[src/rtl/mdu_pkg.sv]
package mdu_pkg;

  typedef enum logic [3:0] {
    OP_MULT  = 4'd0,
    OP_MULTU = 4'd1,
    OP_MADD  = 4'd2,
    OP_MADDU = 4'd3,
    OP_MSUB  = 4'd4,
    OP_MSUBU = 4'd5,
    OP_MUL   = 4'd6,
    OP_DIV   = 4'd7,
    OP_DIVU  = 4'd8
  } mdu_op_e;

  typedef enum logic [1:0] {
    ST_IDLE,
    ST_MUL2,
    ST_DIV
  } mdu_st_e;

  typedef enum logic [1:0] {
    ACC_SET,
    ACC_ADD,
    ACC_SUB,
    ACC_KEEP
  } acc_mode_e;

  function automatic logic op_signed(mdu_op_e op);
    case (op)
      OP_MULT, OP_MADD, OP_MSUB, OP_MUL, OP_DIV: return 1'b1;
      default:                                   return 1'b0;
    endcase
  endfunction

  function automatic logic op_divide(mdu_op_e op);
    return (op == OP_DIV) || (op == OP_DIVU);
  endfunction

  function automatic acc_mode_e op_acc_mode(mdu_op_e op);
    case (op)
      OP_MULT, OP_MULTU: return ACC_SET;
      OP_MADD, OP_MADDU: return ACC_ADD;
      OP_MSUB, OP_MSUBU: return ACC_SUB;
      default:           return ACC_KEEP;
    endcase
  endfunction

endpackage

[src/rtl/mdu_mul_array.sv]
// One W x H signed array; each operand can be presented as signed or unsigned.
module mdu_mul_array #(
  parameter int W = 32,
  parameter int H = W / 2
) (
  input  logic [W-1:0]   a_i,
  input  logic           a_sgn_i,
  input  logic [H-1:0]   b_i,
  input  logic           b_sgn_i,
  output logic [2*W-1:0] p_o
);
  localparam int PW  = W + H + 2;
  localparam int EXT = 2 * W - PW;

  logic signed [W:0]    ax;
  logic signed [H:0]    bx;
  logic signed [PW-1:0] px;

  always_comb begin
    ax  = {a_sgn_i & a_i[W-1], a_i};
    bx  = {b_sgn_i & b_i[H-1], b_i};
    px  = ax * bx;
    p_o = {{EXT{px[PW-1]}}, px};
  end
endmodule

[src/rtl/mdu_lead_skip.sv]
// Counts leading all-zero G-bit groups of the dividend magnitude (capped so
// at least one group is always processed) and derives the iteration count.
module mdu_lead_skip #(
  parameter int W = 32,
  parameter int G = 8,
  localparam int NG   = W / G,
  localparam int CNTW = $clog2(W + 1),
  localparam int SW   = $clog2(W)
) (
  input  logic [W-1:0]    mag_i,
  output logic [SW-1:0]   skip_o,
  output logic [CNTW-1:0] iters_o
);
  logic [NG-2:0] grp_zero;

  for (genvar g = 0; g < NG - 1; g++) begin : g_grp
    assign grp_zero[g] = ~|mag_i[W-1-g*G -: G];
  end

  always_comb begin
    int  k;
    logic run;
    k   = 0;
    run = 1'b1;
    for (int g = 0; g < NG - 1; g++) begin
      if (run && grp_zero[g]) k = k + 1;
      else                    run = 1'b0;
    end
    skip_o  = SW'(k * G);
    iters_o = CNTW'(W - k * G);
  end
endmodule

[src/rtl/mdu_div.sv]
// Restoring divider, one quotient bit per clock, with an early-in skip.
module mdu_div #(
  parameter int W = 32,
  parameter int G = 8,
  localparam int CNTW = $clog2(W + 1),
  localparam int SW   = $clog2(W)
) (
  input  logic         clk,
  input  logic         rst_n,
  input  logic         start_i,
  input  logic         sgn_i,
  input  logic [W-1:0] a_i,
  input  logic [W-1:0] b_i,
  output logic         busy_o,
  output logic         fin_o,
  output logic [W-1:0] q_o,
  output logic [W-1:0] r_o
);
  logic [W-1:0]    quo_q, rem_q, dvs_q;
  logic [CNTW-1:0] cnt_q;
  logic            neg_q_q, neg_r_q, busy_q;

  logic [W-1:0]    mag_a, mag_b;
  logic [SW-1:0]   skip;
  logic [CNTW-1:0] iters;
  logic [W:0]      trial, diff;
  logic            fits;

  always_comb begin
    mag_a = (sgn_i && a_i[W-1]) ? -a_i : a_i;
    mag_b = (sgn_i && b_i[W-1]) ? -b_i : b_i;
  end

  mdu_lead_skip #(.W(W), .G(G)) u_lead (
    .mag_i  (mag_a),
    .skip_o (skip),
    .iters_o(iters)
  );

  always_comb begin
    trial = {rem_q, quo_q[W-1]};
    diff  = trial - {1'b0, dvs_q};
    fits  = ~diff[W];
  end

  always_ff @(posedge clk or negedge rst_n) begin
    if (!rst_n) begin
      quo_q   <= '0;
      rem_q   <= '0;
      dvs_q   <= '0;
      cnt_q   <= '0;
      neg_q_q <= 1'b0;
      neg_r_q <= 1'b0;
      busy_q  <= 1'b0;
    end else if (start_i) begin
      quo_q   <= mag_a << skip;
      rem_q   <= '0;
      dvs_q   <= mag_b;
      cnt_q   <= iters;
      neg_q_q <= sgn_i & (a_i[W-1] ^ b_i[W-1]);
      neg_r_q <= sgn_i & a_i[W-1];
      busy_q  <= 1'b1;
    end else if (busy_q) begin
      if (cnt_q != '0) begin
        rem_q <= fits ? diff[W-1:0] : trial[W-1:0];
        quo_q <= {quo_q[W-2:0], fits};
        cnt_q <= cnt_q - 1'b1;
      end else begin
        busy_q <= 1'b0;
      end
    end
  end

  assign busy_o = busy_q;
  assign fin_o  = busy_q && (cnt_q == '0);
  assign q_o    = neg_q_q ? -quo_q : quo_q;
  assign r_o    = neg_r_q ? -rem_q : rem_q;

  AST_DIV_START_FREE: assert property (@(posedge clk) disable iff (!rst_n)
    start_i |-> !busy_q);
  AST_DIV_FIN_SINGLE: assert property (@(posedge clk) disable iff (!rst_n)
    fin_o |=> !fin_o);
  AST_DIV_CNT_BOUND: assert property (@(posedge clk) disable iff (!rst_n)
    busy_q |-> (cnt_q <= CNTW'(W)));
  AST_DIV_FIN_ENDS: assert property (@(posedge clk) disable iff (!rst_n)
    (fin_o && !start_i) |=> !busy_q);
endmodule

[src/rtl/mdu_iter.sv]
module mdu_iter
  import mdu_pkg::*;
#(
  parameter int W = 32,
  parameter int G = 8
) (
  input  logic         clk,
  input  logic         rst_n,
  input  logic         in_valid,
  output logic         in_ready,
  input  logic [3:0]   in_op,
  input  logic [W-1:0] in_a,
  input  logic [W-1:0] in_b,
  output logic         busy,
  output logic         done,
  output logic         res_we,
  output logic [W-1:0] res_data,
  output logic [W-1:0] hi,
  output logic [W-1:0] lo,
  input  logic         acc_rd_req,
  input  logic         acc_wr_en,
  input  logic [W-1:0] acc_wr_hi,
  input  logic [W-1:0] acc_wr_lo,
  output logic         acc_stall
);
  localparam int H = W / 2;

  mdu_st_e        state_q;
  mdu_op_e        op_q;
  logic [W-1:0]   a_q;
  logic [H-1:0]   bhi_q;
  logic           sgn_q;
  logic [2*W-1:0] part_q;
  logic [W-1:0]   hi_q, lo_q, res_q;
  logic           done_q, res_we_q;

  mdu_op_e        op_in, op_cur;
  logic           sgn_in, is_div_in, narrow_in, accept;
  logic [W-1:0]   arr_a;
  logic           arr_as, arr_bs;
  logic [H-1:0]   arr_b;
  logic [2*W-1:0] arr_p, prod, acc_new, acc_base;
  logic           mul_fin, wr_apply;
  logic           div_busy, div_fin;
  logic [W-1:0]   div_q, div_r;

  // request decode and handshake
  always_comb begin
    op_in     = mdu_op_e'(in_op);
    sgn_in    = op_signed(op_in);
    is_div_in = op_divide(op_in);
    narrow_in = sgn_in ? (in_b[W-1:H] == {H{in_b[H-1]}}) : (in_b[W-1:H] == '0);
    in_ready  = (state_q == ST_IDLE);
    accept    = in_valid && in_ready;
  end

  // shared array: first pass from the ports, second pass from the held request
  always_comb begin
    if (state_q == ST_MUL2) begin
      arr_a  = a_q;
      arr_as = sgn_q;
      arr_b  = bhi_q;
      arr_bs = sgn_q;
      op_cur = op_q;
    end else begin
      arr_a  = in_a;
      arr_as = sgn_in;
      arr_b  = in_b[H-1:0];
      arr_bs = sgn_in & narrow_in;
      op_cur = op_in;
    end
  end

  mdu_mul_array #(.W(W), .H(H)) u_arr (
    .a_i    (arr_a),
    .a_sgn_i(arr_as),
    .b_i    (arr_b),
    .b_sgn_i(arr_bs),
    .p_o    (arr_p)
  );

  always_comb begin
    acc_base = {hi_q, lo_q};
    prod     = (state_q == ST_MUL2) ? (part_q + (arr_p << H)) : arr_p;
    case (op_acc_mode(op_cur))
      ACC_SET: acc_new = prod;
      ACC_ADD: acc_new = acc_base + prod;
      ACC_SUB: acc_new = acc_base - prod;
      default: acc_new = acc_base;
    endcase
    mul_fin  = (accept && !is_div_in && narrow_in) || (state_q == ST_MUL2);
    wr_apply = acc_wr_en && (state_q == ST_IDLE) && !in_valid;
  end

  mdu_div #(.W(W), .G(G)) u_div (
    .clk    (clk),
    .rst_n  (rst_n),
    .start_i(accept && is_div_in),
    .sgn_i  (op_in == OP_DIV),
    .a_i    (in_a),
    .b_i    (in_b),
    .busy_o (div_busy),
    .fin_o  (div_fin),
    .q_o    (div_q),
    .r_o    (div_r)
  );

  always_ff @(posedge clk or negedge rst_n) begin
    if (!rst_n) begin
      state_q  <= ST_IDLE;
      op_q     <= OP_MULT;
      a_q      <= '0;
      bhi_q    <= '0;
      sgn_q    <= 1'b0;
      part_q   <= '0;
      hi_q     <= '0;
      lo_q     <= '0;
      res_q    <= '0;
      done_q   <= 1'b0;
      res_we_q <= 1'b0;
    end else begin
      done_q   <= mul_fin || div_fin;
      res_we_q <= mul_fin && (op_cur == OP_MUL);
      if (mul_fin && (op_cur == OP_MUL)) res_q <= prod[W-1:0];

      if (mul_fin) begin
        hi_q <= acc_new[2*W-1:W];
        lo_q <= acc_new[W-1:0];
      end else if (div_fin) begin
        hi_q <= div_r;
        lo_q <= div_q;
      end else if (wr_apply) begin
        hi_q <= acc_wr_hi;
        lo_q <= acc_wr_lo;
      end

      case (state_q)
        ST_IDLE: begin
          if (accept && is_div_in) begin
            state_q <= ST_DIV;
          end else if (accept && !narrow_in) begin
            state_q <= ST_MUL2;
            op_q    <= op_in;
            a_q     <= in_a;
            bhi_q   <= in_b[W-1:H];
            sgn_q   <= sgn_in;
            part_q  <= arr_p;
          end
        end
        ST_MUL2: state_q <= ST_IDLE;
        default: if (div_fin) state_q <= ST_IDLE;
      endcase
    end
  end

  assign busy      = (state_q != ST_IDLE);
  assign done      = done_q;
  assign res_we    = res_we_q;
  assign res_data  = res_q;
  assign hi        = hi_q;
  assign lo        = lo_q;
  assign acc_stall = ((acc_rd_req || acc_wr_en) && busy) || (acc_wr_en && in_valid);

  AST_NARROW_BACK2BACK: assert property (@(posedge clk) disable iff (!rst_n)
    (accept && !is_div_in && narrow_in) |=> (done && in_ready));
  AST_WIDE_ONE_GAP: assert property (@(posedge clk) disable iff (!rst_n)
    (accept && !is_div_in && !narrow_in) |=> (!in_ready && !done));
  AST_DIV_HOLDS_READY: assert property (@(posedge clk) disable iff (!rst_n)
    div_busy |-> !in_ready);
  AST_MUL_KEEPS_ACC: assert property (@(posedge clk) disable iff (!rst_n)
    res_we |-> (hi == $past(hi) && lo == $past(lo)));
  AST_RD_STALL: assert property (@(posedge clk) disable iff (!rst_n)
    (acc_rd_req && div_busy) |-> acc_stall);
  AST_WR_BLOCKED: assert property (@(posedge clk) disable iff (!rst_n)
    (acc_wr_en && in_valid) |-> acc_stall);
endmodule

[config.mk]
export PLATFORM = sky130hd
export DESIGN_NAME = mdu_iter
export DESIGN_NICKNAME = d
export VERILOG_FILES = /design/src/rtl/mdu_pkg.sv /design/src/rtl/mdu_mul_array.sv /design/src/rtl/mdu_lead_skip.sv /design/src/rtl/mdu_div.sv /design/src/rtl/mdu_iter.sv
export SDC_FILE = /design/constraint.sdc
export NUM_CORES = 2
export LEC_CHECK = 0
export CAP_MARGIN = 20
export CORE_ASPECT_RATIO = 0.7
export CORE_MARGIN = 4
export CORE_UTILIZATION = 39
export CTS_BUF_LIST = sky130_fd_sc_hd__clkbuf_8
export CTS_CLUSTER_DIAMETER = 120
export CTS_CLUSTER_SIZE = 28
export DETAILED_ROUTE_END_ITERATION = 12
export DONT_BUFFER_PORTS = 1
export PLACE_DENSITY = 0.58
export REMOVE_ABC_BUFFERS = 1
export SETUP_SLACK_MARGIN = 0.5
export SYNTH_ARGS = -nofsm -noshare
export SYNTH_HDL_FRONTEND = slang
export SYNTH_HIERARCHICAL = 1
export SYNTH_SLANG_ARGS = --single-unit
[constraint.sdc]
create_clock -name clk -period 24.5 [get_ports clk]
set_input_delay 1.225 -clock clk [delete_from_list [all_inputs] [get_ports clk]]
set_output_delay 1.225 -clock clk [all_outputs]
set_load 0.02 [all_outputs]
Word-level counts from Yosys, hierarchy flattened. Index checks and enable logic that the tools add are counted.

Add/subtract/negate cells: 12. Multiply operators: 1. Div/mod/pow operators: 0. $lt $le $gt $ge: 0. Equal/unequal tests: 17. Shift operators: 1. Mux-type cells: 42. Bitwise logic cells: 8. Reduce and logical (&&, ||, !) cells: 48.

Operators with widths (number): 32-bit two-way mux (18); 64-bit one-hot mux with 3 select lines (1); 64-bit adder (2); 32-bit negator (4); 64-bit two-way mux (1); 64-bit subtractor (1); 33-bit by 17-bit multiplier with 50-bit output (1); 33-bit by 32-bit subtractor with 33-bit output (1); 32-bit by 5-bit left shift with 32-bit output (1); 4-bit by 3-bit equality test with 1-bit output, second input constant (6); 8-bit OR reduction (3); 6-bit two-way mux (3); 16-bit equality test (1); 16-bit zero test (1); 16-bit two-way mux (1); 1-bit logical AND (15); 4-bit by 2-bit equality test with 1-bit output, second input constant (3); 1-bit two-way mux (10); 4-bit zero test (2); 2-bit two-way mux (4); 6-bit zero test (1); 2-bit one-hot mux with 3 select lines (1); 2-bit AND reduction (3); 2-bit nonzero test (3); 24 further kinds (42).

Register bits after elaboration: 308. Latch bits: 0. Bits in writable memories: 0. Memory bits (read-only): 0. Input bits: 137. Output and inout port bits: 101. Word-level logic and storage cells: 147. Memories: 0.

Depth between registers and ports, before layout.
Word-level depth: 13. Mapped depth: 62. Mapped depth without buffers: 51.

By module. Netlist, hierarchy kept.

By module, submodules not included: mdu_iter (times used 1, cells an instance 2443, area each 19889.1 um^2, sequential area each 5430.2 um^2); mdu_mul_array (times used 1, cells an instance 2143, area each 19192.2 um^2, sequential area each 0.0 um^2); mdu_div (times used 1, cells an instance 1381, area each 10697.8 um^2, sequential area each 2627.5 um^2); mdu_lead_skip (times used 1, cells an instance 20, area each 130.1 um^2, sequential area each 0.0 um^2).

Worst setup path before layout. Ideal clock, no wire load.

Kind: register to register. Start point: register state_q[0]. End point: register hi_q[31], in the netlist hi[31]. Setup time: 126 ps. Arrival time: 13285 ps. Required time: 24374 ps. Path slack: 11089 ps. Cell stages (with the launch flop): 60. Path buffers: 12. Period minus slack after synthesis: 13411 ps. Cell sequence: dfrtp_1 > nand2b_1 > buf_2 > buf_4 > buf_4 > clkbuf_1 > buf_2 > buf_1 > clkbuf_1 > clkbuf_1 > clkbuf_1 > nand2_1 > nand2_1 > clkbuf_1 > clkbuf_1 > nand2_1 > fa_1 > inv_1 > [... 24 more ...] > xnor2_1 > a2111oi_0 > nand3_1 > nor4_4 > a31oi_1 > xnor2_1 > ha_1 > a21o_1 > a21o_1 > a21o_1 > a21o_1 > a21oi_1 > o21bai_1 > a21oi_1 > o41ai_1 > xnor2_1 > xnor2_1 > a221o_1.

Elaborated cells between the ends (all ways): 38. Those cells by class: 3 x add/sub; 1 x mul; 9 x eq/ne; 9 x mux; 2 x bitwise; 14 x reduce/logical.

RTL lines: start: declaration (RTL line mdu_iter.sv:28) `mdu_st_e state_q;`; start signal: assignment (RTL line mdu_iter.sv:110) `state_q <= ST_IDLE;`; start signal: assignment (RTL line mdu_iter.sv:140) `state_q <= ST_DIV;`; start signal: assignment (RTL line mdu_iter.sv:142) `state_q <= ST_MUL2;`; 2-bit by 1-bit equality test with 1-bit output (*) (RTL line mdu_iter.sv:59) `if (state_q == ST_MUL2) begin`; 32-bit two-way mux (*) (RTL line mdu_iter.sv:59); net arr_a[14] (RTL line mdu_iter.sv:39) `logic [W-1:0] arr_a;`; 33-bit by 17-bit multiplier with 50-bit output (*) (RTL line mdu_mul_array.sv:22) `px = ax * bx;`; net arr_p[25] (RTL line mdu_iter.sv:42) `logic [2*W-1:0] arr_p, prod, acc_new, acc_base;`; 64-bit adder (RTL line mdu_iter.sv:84) `prod = (state_q == ST_MUL2) ? (part_q + (arr_p << H)) : arr_p;`; 64-bit two-way mux (*) (RTL line mdu_iter.sv:84); 64-bit subtractor / 64-bit adder (equally long branches) (RTL line mdu_iter.sv:88, mdu_iter.sv:87); 64-bit one-hot mux with 3 select lines (*) (RTL line mdu_iter.sv:85) `case (op_acc_mode(op_cur))`; 32-bit two-way mux (*) (RTL line mdu_iter.sv:126) `if (mul_fin) begin`; end signal: assignment (RTL line mdu_iter.sv:127) `hi_q <= acc_new[2*W-1:W];`; end signal: assignment (RTL line mdu_iter.sv:130) `hi_q <= div_r;`; end signal: assignment (RTL line mdu_iter.sv:133) `hi_q <= acc_wr_hi;`; end: declaration (RTL line mdu_iter.sv:34) `logic [W-1:0] hi_q, lo_q, res_q;`.

The timed path passes the listed nets; every way through them passes the cells marked *. A chain may end at the register's enable or synchronous reset.

Final worst setup path.
Start point: register state_q[0]. End point: register hi_q[30], in the netlist hi[30].

Same word-level chain as after synthesis.

==> impl_metrics.env <==
export IMPL_hold_viol=0
export IMPL_finalCritPeriodShare_pct=60.7
export IMPL_firstDrtPassIters=6
export IMPL_synth_top_flop_cell="dfrtp_1"
export IMPL_cp_slowest_cell="dfrtp_1"
export IMPL_holdBufCountCts=0
export IMPL_tns_ps=0
export IMPL_synth_edf_count=0
export IMPL_tightestPinTransition_ps=1120
export IMPL_fill_cells=12800
export IMPL_yosysWarnings=6
export IMPL_clock_path_buffers=3
export IMPL_root_buffer="clkbuf_8"
export IMPL_ys_seq_area_share_pct=16.1
export IMPL_grt_max_degree=323
export IMPL_ios=238
export IMPL_dieArea_um2=134000
export IMPL_dieWidth_um=436
export IMPL_worst_ep_required_time_ps=25120
export IMPL_fmax_ghz=0.0672
export IMPL_antenna_left=0
export IMPL_fin_util_pct=40.7
export IMPL_viasPerCell=5.75
export IMPL_place_port_buffers=0
export IMPL_remaining_drc_errors=0
export IMPL_dr_first_iter_drc_count=4780
export IMPL_initial_core_util_pct=39.4
export IMPL_htree_levels=1
export IMPL_avgSynthCellArea_um2=8.34
export IMPL_status="finished, final reports clean"
export IMPL_netlist_instances=5987
export IMPL_grt_use_total_pct=24.9
export IMPL_num_nets_final=6655
export IMPL_relSlewSlack_pct=24.6
export IMPL_setup_violations=0
export IMPL_max_stage_delay_ps=670
export IMPL_cap_violations=0
export IMPL_num_vias=42500
export IMPL_synth_area_leaders="fa_1 (22%), dfrtp_1 (16%), ha_1 (6.7%), nand2_1 (6.4%), inv_1 (5.0%)"
export IMPL_core_um2=127000
export IMPL_yosysTopAreaCell="fa_1"
export IMPL_cts_setup_buffers=0
export IMPL_cts_tree="yes"
export IMPL_critPathArrivalTime_ps=15500
export IMPL_dpl_hpwl_um=135000
export IMPL_synth_top_cell_area_share_pct=21.6
export IMPL_drive_gt1_share_pct=6.39
export IMPL_crit_fanout=98
export IMPL_rows=109
export IMPL_syn_to_final_growth_pct=3.26
export IMPL_die_height_um=307
export IMPL_cp_start_kind="register"
export IMPL_cts_buffers=21
export IMPL_finClkSkew_ps=42.2
export IMPL_wl_um=170000
export IMPL_grt_pass1_wl_um=263000
export IMPL_synthArstFlopShare_pct=100
export IMPL_antenna_found_initial=4
export IMPL_insertion_delay_ps=710
export IMPL_worstSetupPathType="reg2reg"
export IMPL_synth_area_um2=49900
export IMPL_min_period_ps=14880
export IMPL_yosys_register_bits=322
export IMPL_overflow=0
export IMPL_clock_sinks=322
export IMPL_routedWlPerCell_um=23.0
export IMPL_rsz0062_at_grt="no"
export IMPL_final_max_slew_violation_count=0
export IMPL_grt_pass1_vias=41100
export IMPL_synthDistinctLibCells=123
export IMPL_clkTransAtPathRegs_ps=180
export IMPL_gp_congestion=0.969
export IMPL_cts_resized=0
export IMPL_endpoint_kind="register"
export IMPL_worstHoldPathType="in2async"
## critical path, delay by kind of cell (launching register included)
family / cells / cell delay [ps]
xor gates and xnor gates: 2 / 490
and+or+nand+nor: 13 / 3740
DFF: 1 / 670
adders and majority gates: 9 / 4280
buffers and inverters: 4 / 640
muxes: 1 / 290
AOI/OAI and AO/OA: 18 / 4550
## per-layer routing
layer | global-route usage, % | share of wire (%)
met1 | 39.2 | 49
met2 | 35.7 | 41
met3 | 4.49 | 8.8
met4 | 4.02 | 1.7
met5 | 0 | 0
## layout make-up
| class | count | area [µm²] | area share [%] |
|---|---|---|---|
| Timing Repair Buffer | 53 | 420 | 0.816 |
| Clock inverter | 15 | 220 | 0.427 |
| Multi-Input combinational cell | 4643 | 37900 | 73.6 |
| Clock buffer | 21 | 289 | 0.561 |
| Sequential cell | 322 | 8060 | 15.6 |
| Antenna cell | 4 | 10.0 | 0.0194 |
| Inverter | 670 | 2510 | 4.88 |
| Tap cell | 1665 | 2080 | 4.04 |
## layout by cell type (no fill, tap or decap), types with 28 or more instances in the layout
| cell | Yosys | routed |
|---|---|---|
| nand2_1 | 851 | 851 |
| inv_1 | 669 | 669 |
| fa_1 | 539 | 539 |
| a21oi_1 | 406 | 406 |
| nor2_1 | 344 | 339 |
| dfrtp_1 | 322 | 322 |
| ha_1 | 268 | 267 |
| o21ai_0 | 242 | 242 |
| and2_1 | 236 | 235 |
| xnor2_1 | 232 | 230 |
| mux2_2 | 152 | 152 |
| mux2i_1 | 151 | 151 |
| xor2_1 | 110 | 109 |
| a21o_1 | 106 | 106 |
| nand3_1 | 100 | 100 |
| nor3_1 | 78 | 77 |
| nand4_1 | 57 | 57 |
| a31oi_1 | 51 | 51 |
| buf_4 | 28 | 50 |
| nand2b_1 | 47 | 46 |
| and3_1 | 43 | 42 |
| o31ai_1 | 41 | 41 |
| o211ai_1 | 34 | 34 |
| o21a_1 | 33 | 33 |
| nor4_1 | 32 | 32 |
| a211oi_1 | 30 | 30 |
| o21bai_1 | 29 | 29 |
| o311ai_0 | 28 | 28 |
## cells by family (layout without fill, tap and decap cells)
kind of cell | Yosys count | after routing | share of synthesized area (%)
simple gates | 1946 | 1946 | 18.6
compound gates | 1231 | 1231 | 16.1
buf+inv | 1027 | 759 | 8.07
fa+ha+maj | 807 | 807 | 28.3
xor+xnor | 342 | 342 | 6.00
flops | 322 | 322 | 16.1
mux | 311 | 311 | 6.78
other cells | 1 | 10 | 0.00751
## metrics by stage
stage | setup slack [ps] | instance area (µm²) | cells | hold WS, ps
finish | 9620 | 51500 | 7393 | 181
global route | 8650 | 51500 | 7392 | 130
CTS | 9770 | 51500 | 7389 | 119
detailed placement | 9820 | 51000 | 7353 | 492
global placement | 9970 | 51000 | 7351 | 466
floorplan | 7980 | 48400 | 5635 | 450
## registers in the layout, indices dropped and copies added (netlist names), 4 cells and up
register	count
part_q	64
a_q	32
hi	32
lo	32
res_data	32
u_div/dvs_q	32
u_div/quo_q	32
u_div/rem_q	32
bhi_q	16
u_div/cnt_q	6
op_q	4
## Yosys cell counts (all sizes together), types with 12 or more instances
master	number
or2	22
a21o	106
o21a	33
and2	236
o21bai	29
nand2	853
mux2	153
nor4	39
nand2b	47
clkbuf	291
and3	43
buf	66
a211oi	36
o41ai	21
a31oi	54
inv	669
nand4	58
mux2i	153
ha	268
o31ai	44
nor3	82
o211ai	35
xor2	110
nand3	102
fa	539
a21oi	408
o21ai	251
dfrtp	322
nor2	345
or4	21
o311ai	31
nor2b	28
o221ai	14
xnor2	232
or3	27
o22ai	20
a221oi	12
## final timing paths
check	from	to	slack (ps)	cells after the start
setup / recovery	state_q[0]$_DFFE_PN0P_	hi[30]$_DFFE_PN0P_	9620	47
hold / removal	rst_n	lo[6]$_DFFE_PN0P_	180	0
setup reg to reg	state_q[0]$_DFFE_PN0P_	hi[30]$_DFFE_PN0P_	9620	47
hold reg to reg	a_q[8]$_DFFE_PN0P_	a_q[8]$_DFFE_PN0P_	530	1
max in group asynchronous	rst_n	u_div/rem_q[18]$_DFFE_PN0P_	23620	0
min in group clk	a_q[8]$_DFFE_PN0P_	a_q[8]$_DFFE_PN0P_	530	1
Power is not shown: default switching activity piles up to over one toggle a cycle in this logic, so the estimate is an artifact.
